==> src/rtl/cgpc_pkg.sv <==
package cgpc_pkg;
   typedef enum logic [1:0] {
      OP_CALL = 2'd0,
      OP_JUMP = 2'd1,
      OP_DATA = 2'd2,
      OP_RET  = 2'd3
   } gate_op_e;

   typedef enum logic [1:0] {
      DK_CODE = 2'd0,
      DK_DATA = 2'd1,
      DK_GATE = 2'd2,
      DK_SYS  = 2'd3
   } dest_kind_e;
endpackage

==> src/rtl/cgpc_call_eval.sv <==
module cgpc_call_eval
   import cgpc_pkg::*;
#(
   parameter int SEL_W     = 16,
   parameter int OFF_W     = 16,
   parameter int PL_W      = 2,
   parameter int WC_W      = 5,
   parameter int TYPE_W    = 4,
   parameter int FC_W      = 8,
   parameter int GATE_TYPE = 12,
   parameter int GP_CODE   = 13,
   parameter int NP_CODE   = 11,
   parameter bit USE_RPL   = 1'b1
) (
   input  logic [1:0]        op,
   input  logic [PL_W-1:0]   cpl,
   input  logic [PL_W-1:0]   rpl,
   input  logic [SEL_W-1:0]  csel,
   input  logic              g_present,
   input  logic [PL_W-1:0]   g_dpl,
   input  logic [TYPE_W-1:0] g_type,
   input  logic [SEL_W-1:0]  g_sel,
   input  logic [OFF_W-1:0]  g_off,
   input  logic [WC_W-1:0]   g_wc,
   input  logic [1:0]        d_kind,
   input  logic              d_present,
   input  logic [PL_W-1:0]   d_dpl,
   output logic              flt,
   output logic [FC_W-1:0]   flt_code,
   output logic [SEL_W-1:0]  flt_sel,
   output logic [SEL_W-1:0]  tgt_cs,
   output logic [OFF_W-1:0]  tgt_ip,
   output logic [PL_W-1:0]   tgt_pl,
   output logic              tgt_sw,
   output logic [WC_W-1:0]   tgt_cnt
);
   localparam logic [FC_W-1:0]   GP = FC_W'(GP_CODE);
   localparam logic [FC_W-1:0]   NP = FC_W'(NP_CODE);
   localparam logic [TYPE_W-1:0] CG = TYPE_W'(GATE_TYPE);

   logic [PL_W-1:0] eff_pl;
   logic            inward;

   generate
      if (USE_RPL) begin : g_rpl_merge
         assign eff_pl = (rpl > cpl) ? rpl : cpl;
      end else begin : g_cpl_only
         assign eff_pl = cpl;
      end
   endgenerate

   assign inward  = d_dpl < cpl;
   assign tgt_cs  = {g_sel[SEL_W-1:PL_W], d_dpl};
   assign tgt_ip  = g_off;
   assign tgt_pl  = d_dpl;
   assign tgt_sw  = inward;
   assign tgt_cnt = inward ? g_wc : '0;

   always_comb begin
      flt      = 1'b0;
      flt_code = '0;
      flt_sel  = '0;
      if (gate_op_e'(op) != OP_CALL) begin
         flt = 1'b1; flt_code = GP; flt_sel = csel;
      end else if (g_type != CG) begin
         flt = 1'b1; flt_code = GP; flt_sel = csel;
      end else if (eff_pl > g_dpl) begin
         flt = 1'b1; flt_code = GP; flt_sel = csel;
      end else if (!g_present) begin
         flt = 1'b1; flt_code = NP; flt_sel = csel;
      end else if (dest_kind_e'(d_kind) != DK_CODE) begin
         flt = 1'b1; flt_code = GP; flt_sel = g_sel;
      end else if (d_dpl > cpl) begin
         flt = 1'b1; flt_code = GP; flt_sel = g_sel;
      end else if (!d_present) begin
         flt = 1'b1; flt_code = NP; flt_sel = g_sel;
      end
   end
endmodule

==> src/rtl/cgpc_ret_eval.sv <==
module cgpc_ret_eval #(
   parameter int SEL_W   = 16,
   parameter int OFF_W   = 16,
   parameter int PL_W    = 2,
   parameter int FC_W    = 8,
   parameter int GP_CODE = 13
) (
   input  logic [PL_W-1:0]  cpl,
   input  logic [SEL_W-1:0] rsel,
   input  logic [OFF_W-1:0] roff,
   output logic             flt,
   output logic [FC_W-1:0]  flt_code,
   output logic [SEL_W-1:0] flt_sel,
   output logic [SEL_W-1:0] tgt_cs,
   output logic [OFF_W-1:0] tgt_ip,
   output logic [PL_W-1:0]  tgt_pl,
   output logic             tgt_sw
);
   logic [PL_W-1:0] saved_pl;

   assign saved_pl = rsel[PL_W-1:0];
   assign flt      = saved_pl < cpl;
   assign flt_code = flt ? FC_W'(GP_CODE) : '0;
   assign flt_sel  = rsel;
   assign tgt_cs   = rsel;
   assign tgt_ip   = roff;
   assign tgt_pl   = saved_pl;
   assign tgt_sw   = saved_pl > cpl;
endmodule

==> src/rtl/cgpc_result_reg.sv <==
module cgpc_result_reg #(
   parameter int SEL_W = 16,
   parameter int OFF_W = 16,
   parameter int PL_W  = 2,
   parameter int WC_W  = 5,
   parameter int FC_W  = 8
) (
   input  logic             clk,
   input  logic             rst_n,
   input  logic             in_valid,
   input  logic             in_flt,
   input  logic [FC_W-1:0]  in_code,
   input  logic [SEL_W-1:0] in_fsel,
   input  logic [SEL_W-1:0] in_cs,
   input  logic [OFF_W-1:0] in_ip,
   input  logic [PL_W-1:0]  in_pl,
   input  logic             in_sw,
   input  logic [WC_W-1:0]  in_cnt,
   output logic             o_valid,
   output logic             o_flt,
   output logic [FC_W-1:0]  o_code,
   output logic [SEL_W-1:0] o_fsel,
   output logic [SEL_W-1:0] o_cs,
   output logic [OFF_W-1:0] o_ip,
   output logic [PL_W-1:0]  o_pl,
   output logic             o_sw,
   output logic [WC_W-1:0]  o_cnt
);
   always_ff @(posedge clk) begin
      if (!rst_n) begin
         o_valid <= 1'b0;
         o_flt   <= 1'b0;
         o_code  <= '0;
         o_fsel  <= '0;
         o_cs    <= '0;
         o_ip    <= '0;
         o_pl    <= '0;
         o_sw    <= 1'b0;
         o_cnt   <= '0;
      end else begin
         o_valid <= in_valid;
         if (in_valid) begin
            o_flt <= in_flt;
            if (in_flt) begin
               o_code <= in_code;
               o_fsel <= in_fsel;
            end else begin
               o_code <= '0;
               o_fsel <= '0;
               o_cs   <= in_cs;
               o_ip   <= in_ip;
               o_pl   <= in_pl;
               o_sw   <= in_sw;
               o_cnt  <= in_cnt;
            end
         end
      end
   end
endmodule

==> src/rtl/gate_priv_check.sv <==
module gate_priv_check #(
   parameter int SEL_W     = 16,
   parameter int OFF_W     = 16,
   parameter int PL_W      = 2,
   parameter int WC_W      = 5,
   parameter int TYPE_W    = 4,
   parameter int FC_W      = 8,
   parameter int GATE_TYPE = 12,
   parameter int GP_CODE   = 13,
   parameter int NP_CODE   = 11,
   parameter bit USE_RPL   = 1'b1
) (
   input  logic              clk,
   input  logic              rst_n,
   input  logic              req_valid,
   input  logic [1:0]        req_op,
   input  logic [PL_W-1:0]   cur_pl,
   input  logic [PL_W-1:0]   sel_rpl,
   input  logic [SEL_W-1:0]  call_sel,
   input  logic [OFF_W-1:0]  call_off,
   input  logic              gate_present,
   input  logic [PL_W-1:0]   gate_dpl,
   input  logic [TYPE_W-1:0] gate_type,
   input  logic [SEL_W-1:0]  gate_dest_sel,
   input  logic [OFF_W-1:0]  gate_dest_off,
   input  logic [WC_W-1:0]   gate_wc,
   input  logic [1:0]        dest_kind,
   input  logic              dest_present,
   input  logic [PL_W-1:0]   dest_dpl,
   input  logic [SEL_W-1:0]  ret_sel,
   input  logic [OFF_W-1:0]  ret_off,
   output logic              rsp_valid,
   output logic              fault,
   output logic [FC_W-1:0]   fault_code,
   output logic [SEL_W-1:0]  fault_sel,
   output logic [SEL_W-1:0]  new_cs,
   output logic [OFF_W-1:0]  new_ip,
   output logic [PL_W-1:0]   new_cpl,
   output logic              stack_switch,
   output logic [WC_W-1:0]   copy_words
);
   import cgpc_pkg::*;

   localparam int MAX_CODE = (1 << FC_W) - 1;

   generate
      if (SEL_W <= PL_W + 1) begin : g_bad_sel
         $error("selector too narrow for privilege and table bits");
      end
      if (GP_CODE > MAX_CODE || NP_CODE > MAX_CODE) begin : g_bad_code
         $error("fault code does not fit");
      end
      if (GATE_TYPE >= (1 << TYPE_W)) begin : g_bad_type
         $error("gate type does not fit");
      end
   endgenerate

   logic             c_flt, r_flt, is_ret;
   logic [FC_W-1:0]  c_code, r_code;
   logic [SEL_W-1:0] c_fsel, r_fsel, c_cs, r_cs;
   logic [OFF_W-1:0] c_ip, r_ip;
   logic [PL_W-1:0]  c_pl, r_pl;
   logic             c_sw, r_sw;
   logic [WC_W-1:0]  c_cnt;

   logic             m_flt, m_sw;
   logic [FC_W-1:0]  m_code;
   logic [SEL_W-1:0] m_fsel, m_cs;
   logic [OFF_W-1:0] m_ip;
   logic [PL_W-1:0]  m_pl;
   logic [WC_W-1:0]  m_cnt;

   logic             unused_off;
   assign unused_off = ^call_off;

   cgpc_call_eval #(
      .SEL_W(SEL_W), .OFF_W(OFF_W), .PL_W(PL_W), .WC_W(WC_W),
      .TYPE_W(TYPE_W), .FC_W(FC_W), .GATE_TYPE(GATE_TYPE),
      .GP_CODE(GP_CODE), .NP_CODE(NP_CODE), .USE_RPL(USE_RPL)
   ) u_call (
      .op(req_op), .cpl(cur_pl), .rpl(sel_rpl), .csel(call_sel),
      .g_present(gate_present), .g_dpl(gate_dpl), .g_type(gate_type),
      .g_sel(gate_dest_sel), .g_off(gate_dest_off), .g_wc(gate_wc),
      .d_kind(dest_kind), .d_present(dest_present), .d_dpl(dest_dpl),
      .flt(c_flt), .flt_code(c_code), .flt_sel(c_fsel),
      .tgt_cs(c_cs), .tgt_ip(c_ip), .tgt_pl(c_pl),
      .tgt_sw(c_sw), .tgt_cnt(c_cnt)
   );

   cgpc_ret_eval #(
      .SEL_W(SEL_W), .OFF_W(OFF_W), .PL_W(PL_W), .FC_W(FC_W),
      .GP_CODE(GP_CODE)
   ) u_ret (
      .cpl(cur_pl), .rsel(ret_sel), .roff(ret_off),
      .flt(r_flt), .flt_code(r_code), .flt_sel(r_fsel),
      .tgt_cs(r_cs), .tgt_ip(r_ip), .tgt_pl(r_pl), .tgt_sw(r_sw)
   );

   assign is_ret = gate_op_e'(req_op) == OP_RET;

   always_comb begin
      if (is_ret) begin
         m_flt = r_flt; m_code = r_code; m_fsel = r_fsel;
         m_cs  = r_cs;  m_ip   = r_ip;   m_pl   = r_pl;
         m_sw  = r_sw;  m_cnt  = '0;
      end else begin
         m_flt = c_flt; m_code = c_code; m_fsel = c_fsel;
         m_cs  = c_cs;  m_ip   = c_ip;   m_pl   = c_pl;
         m_sw  = c_sw;  m_cnt  = c_cnt;
      end
   end

   cgpc_result_reg #(
      .SEL_W(SEL_W), .OFF_W(OFF_W), .PL_W(PL_W), .WC_W(WC_W), .FC_W(FC_W)
   ) u_out (
      .clk(clk), .rst_n(rst_n), .in_valid(req_valid),
      .in_flt(m_flt), .in_code(m_code), .in_fsel(m_fsel),
      .in_cs(m_cs), .in_ip(m_ip), .in_pl(m_pl), .in_sw(m_sw), .in_cnt(m_cnt),
      .o_valid(rsp_valid), .o_flt(fault), .o_code(fault_code),
      .o_fsel(fault_sel), .o_cs(new_cs), .o_ip(new_ip), .o_pl(new_cpl),
      .o_sw(stack_switch), .o_cnt(copy_words)
   );
endmodule

==> config.mk <==
export PLATFORM = sky130hd
export DESIGN_NAME = gate_priv_check
export DESIGN_NICKNAME = d
export VERILOG_FILES = /design/src/rtl/cgpc_pkg.sv /design/src/rtl/cgpc_call_eval.sv /design/src/rtl/cgpc_ret_eval.sv /design/src/rtl/cgpc_result_reg.sv /design/src/rtl/gate_priv_check.sv
export SDC_FILE = /design/constraint.sdc
export NUM_CORES = 1
export LEC_CHECK = 0
export BUFFER_PORTS_ARGS = -buffer_cell sky130_fd_sc_hd__buf_2
export CORE_UTILIZATION = 30
export DETAILED_ROUTE_END_ITERATION = 10
export PLACE_DENSITY = 0.69
export SLEW_MARGIN = 20
export SYNTH_ARGS = -nofsm -noshare
export SYNTH_HDL_FRONTEND = slang
export SYNTH_SLANG_ARGS = --single-unit
==> constraint.sdc <==
create_clock -name clk -period 5.9 [get_ports clk]
set_input_delay 0.885 -clock clk [delete_from_list [all_inputs] [get_ports clk]]
set_output_delay 0.885 -clock clk [all_outputs]
set_load 0.03 [all_outputs]
==> results of run 1 <==
worst min-delay path by stage:
stage / start / endpoint / slack [ps] / depth (start not counted)
after floorplan: u_out.o_flt / u_out.o_flt / 570 / 2
after global placement: u_out.o_fsel[1] / u_out.o_fsel[1] / 430 / 2
after detailed placement: u_out.o_code[1] / u_out.o_code[1] / 440 / 2
after CTS: u_out.o_fsel[2] / u_out.o_fsel[2] / 460 / 2
after global routing: u_out.o_flt / u_out.o_flt / 480 / 2
final: u_out.o_code[1] / u_out.o_code[1] / 450 / 2
critical path: stages:
cell and delay [ps]:
buf_2 100, inv_1 110, ha_1 260, o22ai_1 190
mux2i_1 220, ha_1 160, nor2b_1 50, o21ai_2 210
nand4_4 160, a21boi_4 770, o221a_2 310
stage by stage:
| step | area, sq um | utilization | hold slack, ps | worst slack (ps) |
|---|---|---|---|---|
| 2_1_floorplan | 3110 | - | 570 | 3030 |
| 3_3_place_gp | 3920 | 0.395 | 433 | 2430 |
| 3_5_place_dp | 3920 | 0.396 | 444 | 2360 |
| 4_1_cts | 4080 | 0.412 | 460 | 2720 |
| 5_1_grt | 4080 | 0.412 | 482 | 2470 |
| 6_report | 4080 | 0.412 | 455 | 2720 |
Yosys cell counts (all sizes together):
cell | n | area, sq um
o221a | 33 | 372
a32oi | 10 | 87.6
ha | 9 | 113
a21o | 1 | 7.51
nand2 | 70 | 263
or3 | 1 | 6.26
a31oi | 10 | 62.6
a21oi | 11 | 55.1
nand3 | 18 | 90.1
inv | 9 | 33.8
o41ai | 6 | 52.6
clkbuf | 20 | 76.3
conb | 1 | 3.75
nor2 | 15 | 56.3
and4bb | 1 | 12.5
o21ai | 10 | 57.6
a21boi | 2 | 30.0
nor2b | 4 | 25.0
and2 | 4 | 27.5
a22oi | 16 | 120
a32o | 1 | 10.0
and3 | 11 | 73.8
nor3 | 7 | 40.0
a31o | 1 | 8.76
buf | 19 | 145
a22o | 5 | 43.8
mux2i | 1 | 10.0
nand3b | 1 | 7.51
nand4 | 1 | 21.3
dfxtp | 59 | 1180
o22ai | 1 | 6.26
final cells by class:
class,count,area (sq um),share of cell area
Clock buffer,12,145,0.0356
Clock inverter,3,15.0,0.00368
Inverter,9,33.8,0.00828
Multi-Input combinational cell,254,1680,0.412
Sequential cell,59,1180,0.289
Tap cell,133,166,0.0408
Timing Repair Buffer,170,858,0.210
report_power, final:
| part | internal (uW) | switching (uW) | leakage [uW] |
|---|---|---|---|
| logic | 79.0 | 130 | 0.00142 |
| clock network | 160 | 154 | 0.0000860 |
| registers | 417 | 11.4 | 0.000482 |
| total | 656 | 296 | 0.00199 |
sequential cells by signal, summed over array words and instances, names as in the netlist:
signal,count
u_out.o_cnt,5
u_out.o_cs,15
u_out.o_valid,1
u_out.o_fsel,16
u_out.o_flt,1
u_out.o_ip,16
u_out.o_sw,1
u_out.o_pl,1
u_out.o_code,3
logic make-up after synthesis:
group | Yosys count
simple gates | 133
compound gates | 107
flops | 59
buf+inv | 48
fa+ha+maj | 9
mux | 1
other cells | 1
metal layers:
metal,share of wire,global-route usage,vias to the layer above
met5,0,0,-
met4,0.0091,0.0445,0
met3,0.070,0.0529,10
met2,0.46,0.300,142
met1,0.46,0.235,1556
li1,-,-,1615
==> impl_summary.md, run 1 <==
Floorplanning
For this design the top-level I/O count stands at 188. The effective utilization at floorplan is 0.313. The floorplan has 36 rows. The area of the placeable core is 9910 sq um.

The overall die height is 104 um. The overall die area is 10700 sq um. In this run the horizontal extent of the chip is 104 um.

Power
The design draws 952 uW. In this run the power density over the cells is 233 nW/um^2. IR analysis of the VDD net gives a maximum drop of 0.000125 V.

For this design the static power due to leakage is 0.00199 uW.

Run
The number of max-capacitance violations reported is 0.

STA
The number of pins exceeding their max-slew limit in the final report is 0. The aggregate negative setup slack is 0 ps. Between clock sinks in the finished design, the worst skew comes to 0 ps.

Dividing the final minimum period by the clock period gives 0.540. Derived from the worst setup path, the maximum achievable clock frequency is 0.314 GHz. The number of failing hold endpoints at the final stage is 0. Setup repair after global routing left no endpoint under its margin.

Setup violations remaining at the end of the flow were counted as 0. The transition at the pin with the smallest max-transition slack is 923 ps. The tightest slew margin relative to the limit is 0.383.

Subtracting the final worst setup slack from the clock period gives 3180 ps.

Layout
The area growth from synthesis to layout is 31.7%. The most common cell after layout, fill and taps aside is buf_2. In the layout the commonest cells are buf_2 (167), nand2_1 (70), dfxtp_1 (59), o221a_1 (29), nand3_1 (18). After the flow finishes, the layout carries non-filler instances totaling 640. The number of filler instances in the final layout is 1009. The count of antenna diodes in the layout is 0. The final-stage net count is 634.

The fraction of final layout cells with drive strength greater than 1 is 0.389.

Clocking
In this run, post-CTS hold repair placed 0 buffers. The CTS root buffer is clkbuf_8. The longest clock path from root to sink contains 2 buffers. TritonCTS built the clock tree.

The count of buffers added by post-CTS timing repair for setup is 0. The H-tree was split into 3 levels. The insertion delay of the later-clocked pin in the worst-skew pair is 330 ps.

After clock tree synthesis, the repair step resized 0 gates. After clock tree synthesis, the clock-pin slew on the worst setup and hold paths is 70 ps. The number of buffers created by CTS is 9. The clock sink total is 59.

Critical path
The worst setup path is captured at a flip-flop. Along the worst path, the maximum fanout reaches 33. The depth of the most critical reg-to-reg path is 2.

The most critical setup path has its endpoint at u_out.o_cs[8]. The launching element type of the critical path is a primary input. The start point of the critical path is cur_pl[1]. The endpoint identified for the worst register-to-register timing path is u_out.o_fsel[14]. The startpoint identified for the worst register-to-register timing path is u_out.o_fsel[14].

The data required time of the worst path is 6170 ps. Across all register-to-register paths, the minimum setup slack is 5150 ps. The setup path with the least slack is of type in -> reg.

STA puts the critical path data arrival time at 3460 ps.

Drt
The vias per cell is 5.19. The detailed-route via count is 3323. After detailed routing, the average wire length per cell comes to 15.2 um. The detailed router finished its first iteration with 162 violations.

The first TritonRoute pass finished after 4 iterations. The detail route stage leaves a number of antenna-violating nets equal to 0. The number of design rule violations left after detail routing is 0. The final wirelength is 9.72 mm.

Yosys
The post-synthesis compound-gate area fraction is 0.295. Synthesis instantiated 40 different standard cells from the library. The share of the synthesized netlist area taken by xor and xnor gates is 0. The number of standard cells after synthesis is 358.

A synthesized cell averages 8.66 sq um. The number of warnings printed during yosys synthesis is 0. The post-synthesis register bit count is 59.

The combinational family with the most area after synthesis is compound AO/OA/AOI/OAI gates. The total standard cell area after synthesis is 3100 sq um. The simple-gate share of the synthesized area is 0.201. Of the total synthesized cell area, the portion taken by full adders, half adders and majority gates is 0.0363. After synthesis, the share of cell area in mux cells is 0.00323. For this run, the register share of the synthesized area comes to 0.381.

Global routing
Entering global routing, the biggest net connects 37 pins. The number of global-route vias before repair is 3164. After global routing the overflow that remains totals 0. The initial antenna violation count is 0. The aggregate global-route resource usage is 0.183. The first global-routing pass estimated 16.0 mm of wire.

Placement
The count of port buffers added during placement is 167. Detailed placement ended at an HPWL of 7.00 mm. Including well taps, the total number of placed cells is 625. The congestion estimate from routability-driven global placement came to 0.773.

Min path
The min-delay analysis places its worst path in the category reg -> reg.

Run status
The run finished with clean final reports.
Note: power is estimated with default switching activity, not from simulation.
==> run 2: changes to the inputs <==
==> constraint.sdc (replaced) <==
create_clock -name clk -period 3.1 [get_ports clk]
set_input_delay 0.465 -clock clk [delete_from_list [all_inputs] [get_ports clk]]
set_output_delay 0.465 -clock clk [all_outputs]
set_load 0.03 [all_outputs]
==> impl_summary.md, run 2 (synthesis gave the netlist of run 1 again) <==
Critical path
The endpoint identified for the worst register-to-register timing path is u_out.o_fsel[10]. The depth of the most critical reg-to-reg path is 2 (unchanged). The critical path start-end classification is in -> reg.

The data required time of the worst path was 3300 ps (-2870 ps). The minimum setup slack among reg-to-reg paths is 2370 ps (-2780 ps). On the critical path, the stage with the largest delay is an instance of nand2_1. The signal on the critical path passes through buf_2, inv_1, ha_1, o22ai_1, mux2i_1, ha_1, nor2b_1, o21ai_2, nand2_1, buf_4, a32oi_1, a22oi_1. The most numerous cell on the critical path is ha_1.

The data arrival at the endpoint of the critical path is 2600 ps (-860 ps). The worst path buffer plus inverter count is 3 (+1). The launch point of the worst reg-to-reg path is u_out.o_fsel[10].

The maximum fanout count along the critical path was 10 (-70%). The critical path endpoint category is a flip-flop. The launching element type of the critical path is a primary input. The highest cell delay on the worst timing path is 270 ps (-500 ps). The gate family responsible for the most delay along the worst path is compound AO/OA/AOI/OAI gates.

Global routing
The number of global-route vias before repair is 3226 (+2.0%). The maximum number of pins on one net before global-route repair is 35 (-5.4%). The initial antenna violation count was 0 (unchanged). The aggregate global-route resource usage is 0.187 (+0.00386). The global-route wire length before repair is 16.1 mm (+0.78%). The overall overflow remaining after global route is 0 (unchanged).

STA
The minimum clock period after layout is 2400 ps. The aggregate negative setup slack was 0 ps (unchanged). The number of failing hold endpoints at the final stage was 0 (unchanged).

Based on the critical path, the design can be clocked at up to 0.416 GHz. The transition at the pin with the smallest max-transition slack was 564 ps (-359 ps). The post-route fraction of the period consumed by the critical path is 0.776.

The tightest slew margin relative to the limit is 0.623 (+0.240). The final setup violation count is 0 (unchanged). The worst setup skew after layout is 0 ps (unchanged). The number of pins exceeding their max-slew limit in the final report is 0 (unchanged). Setup repair after global routing left no endpoint under its margin.

Min path
The start point of the worst hold path is gate_wc[4]. The classification of the worst-slack hold path is in -> reg. The cell depth of the worst hold path is 2 (unchanged). The path with the worst hold slack has its endpoint at u_out.o_cnt[4].

Drt
The detail-routed net length per standard cell is 15.4 um (+1.1%). The number of detailed-routing iterations run before antenna repair is 5 (+1). The number of design rule violations left after detail routing is 0 (unchanged). The detailed-route via count is 3398 (+2.3%).

The vias per cell is 5.23 (+0.68%). The number of DRC markers after the initial detailed-route iteration was 196 (+21%). The final antenna-violating net count is 0 (unchanged). The final wirelength is 9.98 mm (+2.7%).

Placement
The count of port buffers added during placement is 167 (unchanged). The cell total after placement is 634 (+1.4%). The weighted congestion reported at the end of routability-driven placement is 0.784 (+1.4%). The total half-perimeter wirelength after legalization and detailed placement is 7.31 mm (+4.4%).

Clocking
The clock sink total was 59 (unchanged). The number of buffers created by CTS was 9 (unchanged). The quantity of gates resized following cts is 0 (unchanged).

The hold buffer count at cts is 0 (unchanged). The maximum buffer depth of the clock tree is 2 (unchanged). The clock transition at the register clock pins on the worst setup and hold paths after CTS was 60 ps (about the same). The CTS root buffer is clkbuf_8. The depth of the CTS H-tree is 3 (unchanged). The insertion delay of the later-clocked pin in the worst-skew pair came to 330 ps (about the same).

The count of buffers added by post-CTS timing repair for setup was 0 (unchanged). The TritonCTS clock tree is done.

Power
The share of total power in sequential cells came to 0.424 (-0.026). The worst ir drop on vdd came to 0.000217 V (+74%). The leakage power figure is 0.00204 uW (+2.5%). The internal cell power came to 1340 uW (+100%). The switching share of power came to 0.301 (-0.00987). The overall power of the completed layout was 1920 uW (+100%). The share of total power in combinational logic is 0.212 (-0.008). The total power per unit cell area is 461 nW/um^2 (+97%). The clock group share of total power is 0.364 (+0.034). The net switching component of the power is 578 uW (+95%).

Run status
The flow ran to the end, and the final reports show no timing, DRC or antenna violations.

Layout
The final-stage net count was 643 (+1.4%). The fraction of final layout cells with drive strength greater than 1 came to 0.397 (+0.00796). The library cells used most frequently in the layout, excluding fill and tap cells, are buf_2 (167), nand2_1 (70), dfxtp_1 (59), o221a_1 (29), nand3_1 (18).

Relative to the synthesized area, the layout overhead comes to 34.6%. The count of non-filler cells in the finished layout is 650 (+1.6%). The most common cell after layout, fill and taps aside is buf_2. The count of antenna diodes in the layout came to 0 (unchanged). The largest registers in the layout are u_out.o_fsel x16, u_out.o_ip x16, u_out.o_cs x15.

Floorplanning
The overall die area came to 10700 sq um (unchanged). The width of the die is 104 um (unchanged). The number of standard-cell rows in the floorplan is 36 (unchanged). The effective utilization at floorplan is 0.313 (unchanged). The count of pins on the block boundary is 188 (unchanged).

The overall die height is 104 um (unchanged). The area of the placeable core was 9910 sq um (unchanged).

Run
The number of max-capacitance violations reported is 0 (unchanged).
==> run 2: changes by cell type in the layout (fill, tap and decap cells not counted) <==
cell       before  now
bufinv_16       0    1
clkbuf_1        2    4
clkinv_2        3    1
nor2b_2         0    1
buf_4           3   12
nor2b_4         1    0
==> run 2: how the worst max path moves through the flow <==
stage	from	to	slack, ps	depth (start not counted)
final	cur_pl[1]	u_out.o_fsel[14]	700	12
after global routing	cur_pl[1]	u_out.o_fsel[12]	470	13
after CTS	cur_pl[1]	u_out.o_fsel[14]	690	12
after detailed placement	cur_pl[1]	u_out.o_fsel[14]	310	12
after global placement	cur_pl[1]	u_out.o_fsel[12]	400	12
after floorplan	cur_pl[1]	u_out.o_code[2]	650	12
==> run 2: cell type report <==
cell class	count	area, sq um
Fill cell	1020	5740
Multi-Input combinational cell	254	1680
Sequential cell	59	1180
Timing Repair Buffer	179	926
Tap cell	133	166
Clock buffer	14	153
Clock inverter	2	35.0
Inverter	9	33.8
==> run 2: power groups by stage <==
| stage | logic, uW | registers, uW | clock network, uW |
|---|---|---|---|
| 6_report | 407 | 815 | 699 |
| 5_1_grt | 445 | 819 | 760 |
| 4_1_cts | 408 | 815 | 721 |
| 3_5_place_dp | 407 | 831 | 0 |
| 3_3_place_gp | 398 | 830 | 0 |
| 2_1_floorplan | 194 | 901 | 0 |
==> run 2: per-stage QoR <==
stage,utilization,hold WS [ps],cell area [sq um],worst slack (ps)
finish,0.421,349,4170,696
global route,0.421,330,4170,469
CTS,0.421,334,4170,688
detailed placement,0.402,436,3980,314
global placement,0.402,429,3980,398
floorplan,-,570,3110,648
==> run 2: layer usage <==
metal  up-vias  part of all wire  global-route usage  wire length (um)
li1       1634                 -                   -                 -
met1      1574              0.44               0.241              4390
met2       175              0.46               0.299              4590
met3        15             0.087              0.0522               869
met4         0             0.013              0.0600               132
met5         -                 0                   0                 0
==> run 3: changes to the inputs <==
--- a/config.mk
+++ b/config.mk
@@ -5,10 +5,11 @@
 export SDC_FILE = /design/constraint.sdc
 export NUM_CORES = 1
 export LEC_CHECK = 0
+export ABC_AREA = 1
 export BUFFER_PORTS_ARGS = -buffer_cell sky130_fd_sc_hd__buf_2
 export CORE_UTILIZATION = 30
 export DETAILED_ROUTE_END_ITERATION = 10
-export PLACE_DENSITY = 0.69
+export PLACE_DENSITY = 0.71
 export SLEW_MARGIN = 20
 export SYNTH_ARGS = -nofsm -noshare
 export SYNTH_HDL_FRONTEND = slang
==> constraint.sdc (replaced) <==
create_clock -name clk -period 2.09 [get_ports clk]
set_input_delay 0.3135 -clock clk [delete_from_list [all_inputs] [get_ports clk]]
set_output_delay 0.3135 -clock clk [all_outputs]
set_load 0.03 [all_outputs]
==> impl_summary.md, run 3 <==
Yosys
Ranked by total cell area, the synthesized netlist is headed by dfxtp_1 (37%), nand2_1 (22%), nand3_1 (9.6%), a21oi_1 (9.3%), ha_1 (3.6%). The cell type with the largest total area after synthesis is dfxtp_1. The post-synthesis async set-or-reset flop share is 0 (unchanged).

The number of distinct library cells after synthesis was 26 (-35%). The simple-gate share of the synthesized area is 0.380 (+0.179). The combinational family with the most area after synthesis is simple AND/OR/NAND/NOR gates. The post-synthesis register bit count is 59 (unchanged).

The number of flops mapped to enable cells by yosys was 0 (unchanged). Ranked by instance count, the synthesized netlist is headed by nand2_1 (189), nand3_1 (61), a21oi_1 (59), dfxtp_1 (59), nor2_1 (20). The number of standard cells after synthesis was 483 (+35%). The mean cell area of the mapped netlist is 6.56 sq um (-24%). The post-synthesis compound-gate area fraction is 0.121 (-0.173). The area share of the leading cell type in the synthesized netlist is 0.373 (-0.00813). The sequential cell area fraction in the yosys report came to 0.373 (-0.00813). The share of the synthesized netlist area taken by xor and xnor gates was 0 (unchanged). In the synthesized netlist the dominant register cell turns out to be dfxtp_1. The number of warnings printed during yosys synthesis was 0 (unchanged). The multiplexer area fraction after synthesis is 0 (-0.00323). In the post-synthesis netlist, the cell with the most instances is nand2_1.

The total standard cell area after synthesis is 3170 sq um (+2.2%). The adder and majority gate portion of the synthesized area is 0.0356 (-0.000775).

Clocking
The number of buffers created by CTS is 9 (unchanged). The hold buffer count at cts is 0 (unchanged). The maximum buffer depth of the clock tree is 2 (unchanged). The clock transition at the register clock pins on the worst setup and hold paths after CTS is 80 ps (+20 ps). The insertion delay of the later-clocked pin in the worst-skew pair is 330 ps (about the same). The CTS root buffer is clkbuf_8. TritonCTS built the clock tree.

The depth of the CTS H-tree is 3 (unchanged). The clock sink total is 59 (unchanged).

Global routing
The overall overflow remaining after global route is 0 (unchanged). The aggregate global-route resource usage is 0.186 (-0.000362). The initial antenna violation count is 0 (unchanged). The number of global-route vias before repair is 3350 (+3.8%). The maximum number of pins on one net before global-route repair is 40 (+14%). The global-route wire length before repair is 16.1 mm (+0.30%).

Critical path
STA classifies the critical path endpoint as a flip-flop. The data arrival at the endpoint of the critical path came to 2340 ps (-260 ps). The depth of the most critical reg-to-reg path is 2 (unchanged). The launching element type of the critical path is a primary input. The maximum fanout count along the critical path is 10 (unchanged). The critical path start-end classification is in -> reg. The data required time of the worst path is 2310 ps (-990 ps).

Run status
The checks that failed: setup timing. The run finished, with violations left.

STA
The number of pins exceeding their max-slew limit in the final report is 0 (unchanged). The peak clock frequency supported by timing is 0.473 GHz. The final setup violation count is 29 (+29).

The worst setup skew after layout is 0 ps (unchanged). The post-route fraction of the period consumed by the critical path is 1.01. The final hold slack is 237 ps (-111 ps). The worst setup slack after layout is -26.1 ps (-722 ps). The number of failing hold endpoints at the final stage was 0 (unchanged). Setup repair after global routing could not meet its margin everywhere. For the finished layout, the period the worst path requires is 2120 ps.

Floorplanning
The overall die area was 11000 sq um (+2.1%). The count of pins on the block boundary came to 188 (unchanged). The number of standard-cell rows in the floorplan is 37 (+2.8%). The area of the placeable core is 10300 sq um (+3.7%). The effective utilization at floorplan is 0.308 (-0.00462). The width of the die is 105 um (+1.1%). The overall die height is 105 um (+1.1%).

Drt
The detail-routed net length per standard cell is 12.9 um (-16%). The final antenna-violating net count came to 0 (unchanged). The number of DRC markers after the initial detailed-route iteration is 170 (-13%). The vias per cell is 4.70 (-10%). The number of design rule violations left after detail routing is 0 (unchanged). The detailed-route via count is 3725 (+9.6%). The number of detailed-routing iterations run before antenna repair is 4 (-1). The final wirelength is 10.3 mm (+2.8%).

Power
The overall power of the completed layout is 3040 uW (+58%). The total power per unit cell area is 636 nW/um^2 (+38%). The leakage power figure was 0.00242 uW (+18%). The worst ir drop on vdd came to 0.000259 V (+19%).

Run
The number of max-capacitance violations reported is 0 (unchanged).

Layout
The final core area utilization came to 0.465 (+0.0442). The area growth from synthesis to layout is 51.0%. The fraction of final layout cells with drive strength greater than 1 was 0.431 (+0.0342). The largest registers in the layout are u_out.o_fsel x16, u_out.o_ip x16, u_out.o_cs x15. The final-stage net count came to 783 (+22%). The library cells used most frequently in the layout, excluding fill and tap cells, are nand2_1 (176), buf_2 (166), dfxtp_1 (59), a21oi_1 (44), nand3_1 (36).

The most common cell after layout, fill and taps aside is nand2_1. The count of antenna diodes in the layout is 0 (unchanged).

Min path
The path class of the tightest hold or removal check is in -> reg. The cell depth of the worst hold path is 3 (+1).

Placement
The weighted congestion reported at the end of routability-driven placement is 0.797 (+1.6%). The count of port buffers added during placement is 167 (unchanged). The total half-perimeter wirelength after legalization and detailed placement is 7.37 mm (+0.82%).

The worst-case setup slack after placement is -544 ps (-858 ps).
==> run 3: cell count changes after synthesis, sizes merged, moves of 7 or more <==
cell | previous run | this run
nand3 | 18 | 63
o221a | 33 | 0
nor2 | 15 | 23
a32oi | 10 | 0
a31oi | 10 | 0
inv | 9 | 19
a21oi | 11 | 59
or2 | 0 | 7
nor3 | 7 | 0
and3 | 11 | 0
a22oi | 16 | 0
nand2 | 70 | 191
==> run 3: area by class of cell <==
type | count | area (sq um)
Clock inverter | 7 | 101
Inverter | 20 | 78.8
Clock buffer | 9 | 124
Fill cell | 1096 | 5500
Tap cell | 136 | 170
Sequential cell | 59 | 1180
Timing Repair Buffer | 191 | 1090
Multi-Input combinational cell | 371 | 2040
==> run 3: power breakdown <==
| group | internal (uW) | switching [uW] | total [uW] | leakage [uW] |
|---|---|---|---|---|
| Sequential | 1170 | 23.1 | 1190 | 0.000480 |
| Combinational | 256 | 415 | 672 | 0.00183 |
| Clock | 679 | 502 | 1180 | 0.000106 |
| Total | 2100 | 941 | 3040 | 0.00242 |
==> run 3: repair_timing <==
| action | in CTS | in global routing |
|---|---|---|
| pin swaps | 1 | 15 |
| cloned | 0 | 1 |
| endpoints found under the setup margin | 34 | 58 |
| resized for setup | 3 | 52 |
| setup buffers | 0 | 2 |
==> run 3: worst max-delay path, stage by stage <==
cell        delay [ps]
buf_6               70
clkinvlp_4         100
ha_4               290
nor2_2              40
o22ai_2             90
nor2_1              50
a21oi_1            140
ha_2               190
inv_2               30
nand2_1             40
nand2_1             60
nand2_2             80
nand3_4             80
o21ai_4            290
nand2_4            110
buf_12             150
a21oi_1            140
nor2_1              50
==> run 3: layer usage <==
metal  global-route usage  part of all wire
met2                0.331              0.49
met3               0.0349             0.059
met1                0.219              0.43
met5                    0                 0
met4               0.0755             0.020
==> run 3: worst paths after layout <==
check,start,to,slack [ps]
min reg2reg,u_out.o_cs[5],u_out.o_cs[5],460
max reg2reg,u_out.o_ip[15],u_out.o_ip[15],1440
max,cur_pl[1],u_out.o_cs[2],-30
min,gate_wc[2],u_out.o_cnt[2],240
==> run 3: kinds of logic (layout without fill, tap and decap cells) <==
group | count (synthesis) | after routing
compound gates | 74 | 74
simple gates | 284 | 284
other cells | 1 | 4
flops | 59 | 59
fa+ha+maj | 9 | 9
buf+inv | 56 | 227
==> run 3: through the flow <==
stage,area (sq um),setup TNS (ps),std cells
5_1_grt,4780,-6130,793
6_report,4780,-304,793
3_5_place_dp,4290,-22150,775
3_3_place_gp,4290,-18680,775
2_1_floorplan,3320,-4580,486
4_1_cts,4530,0,791
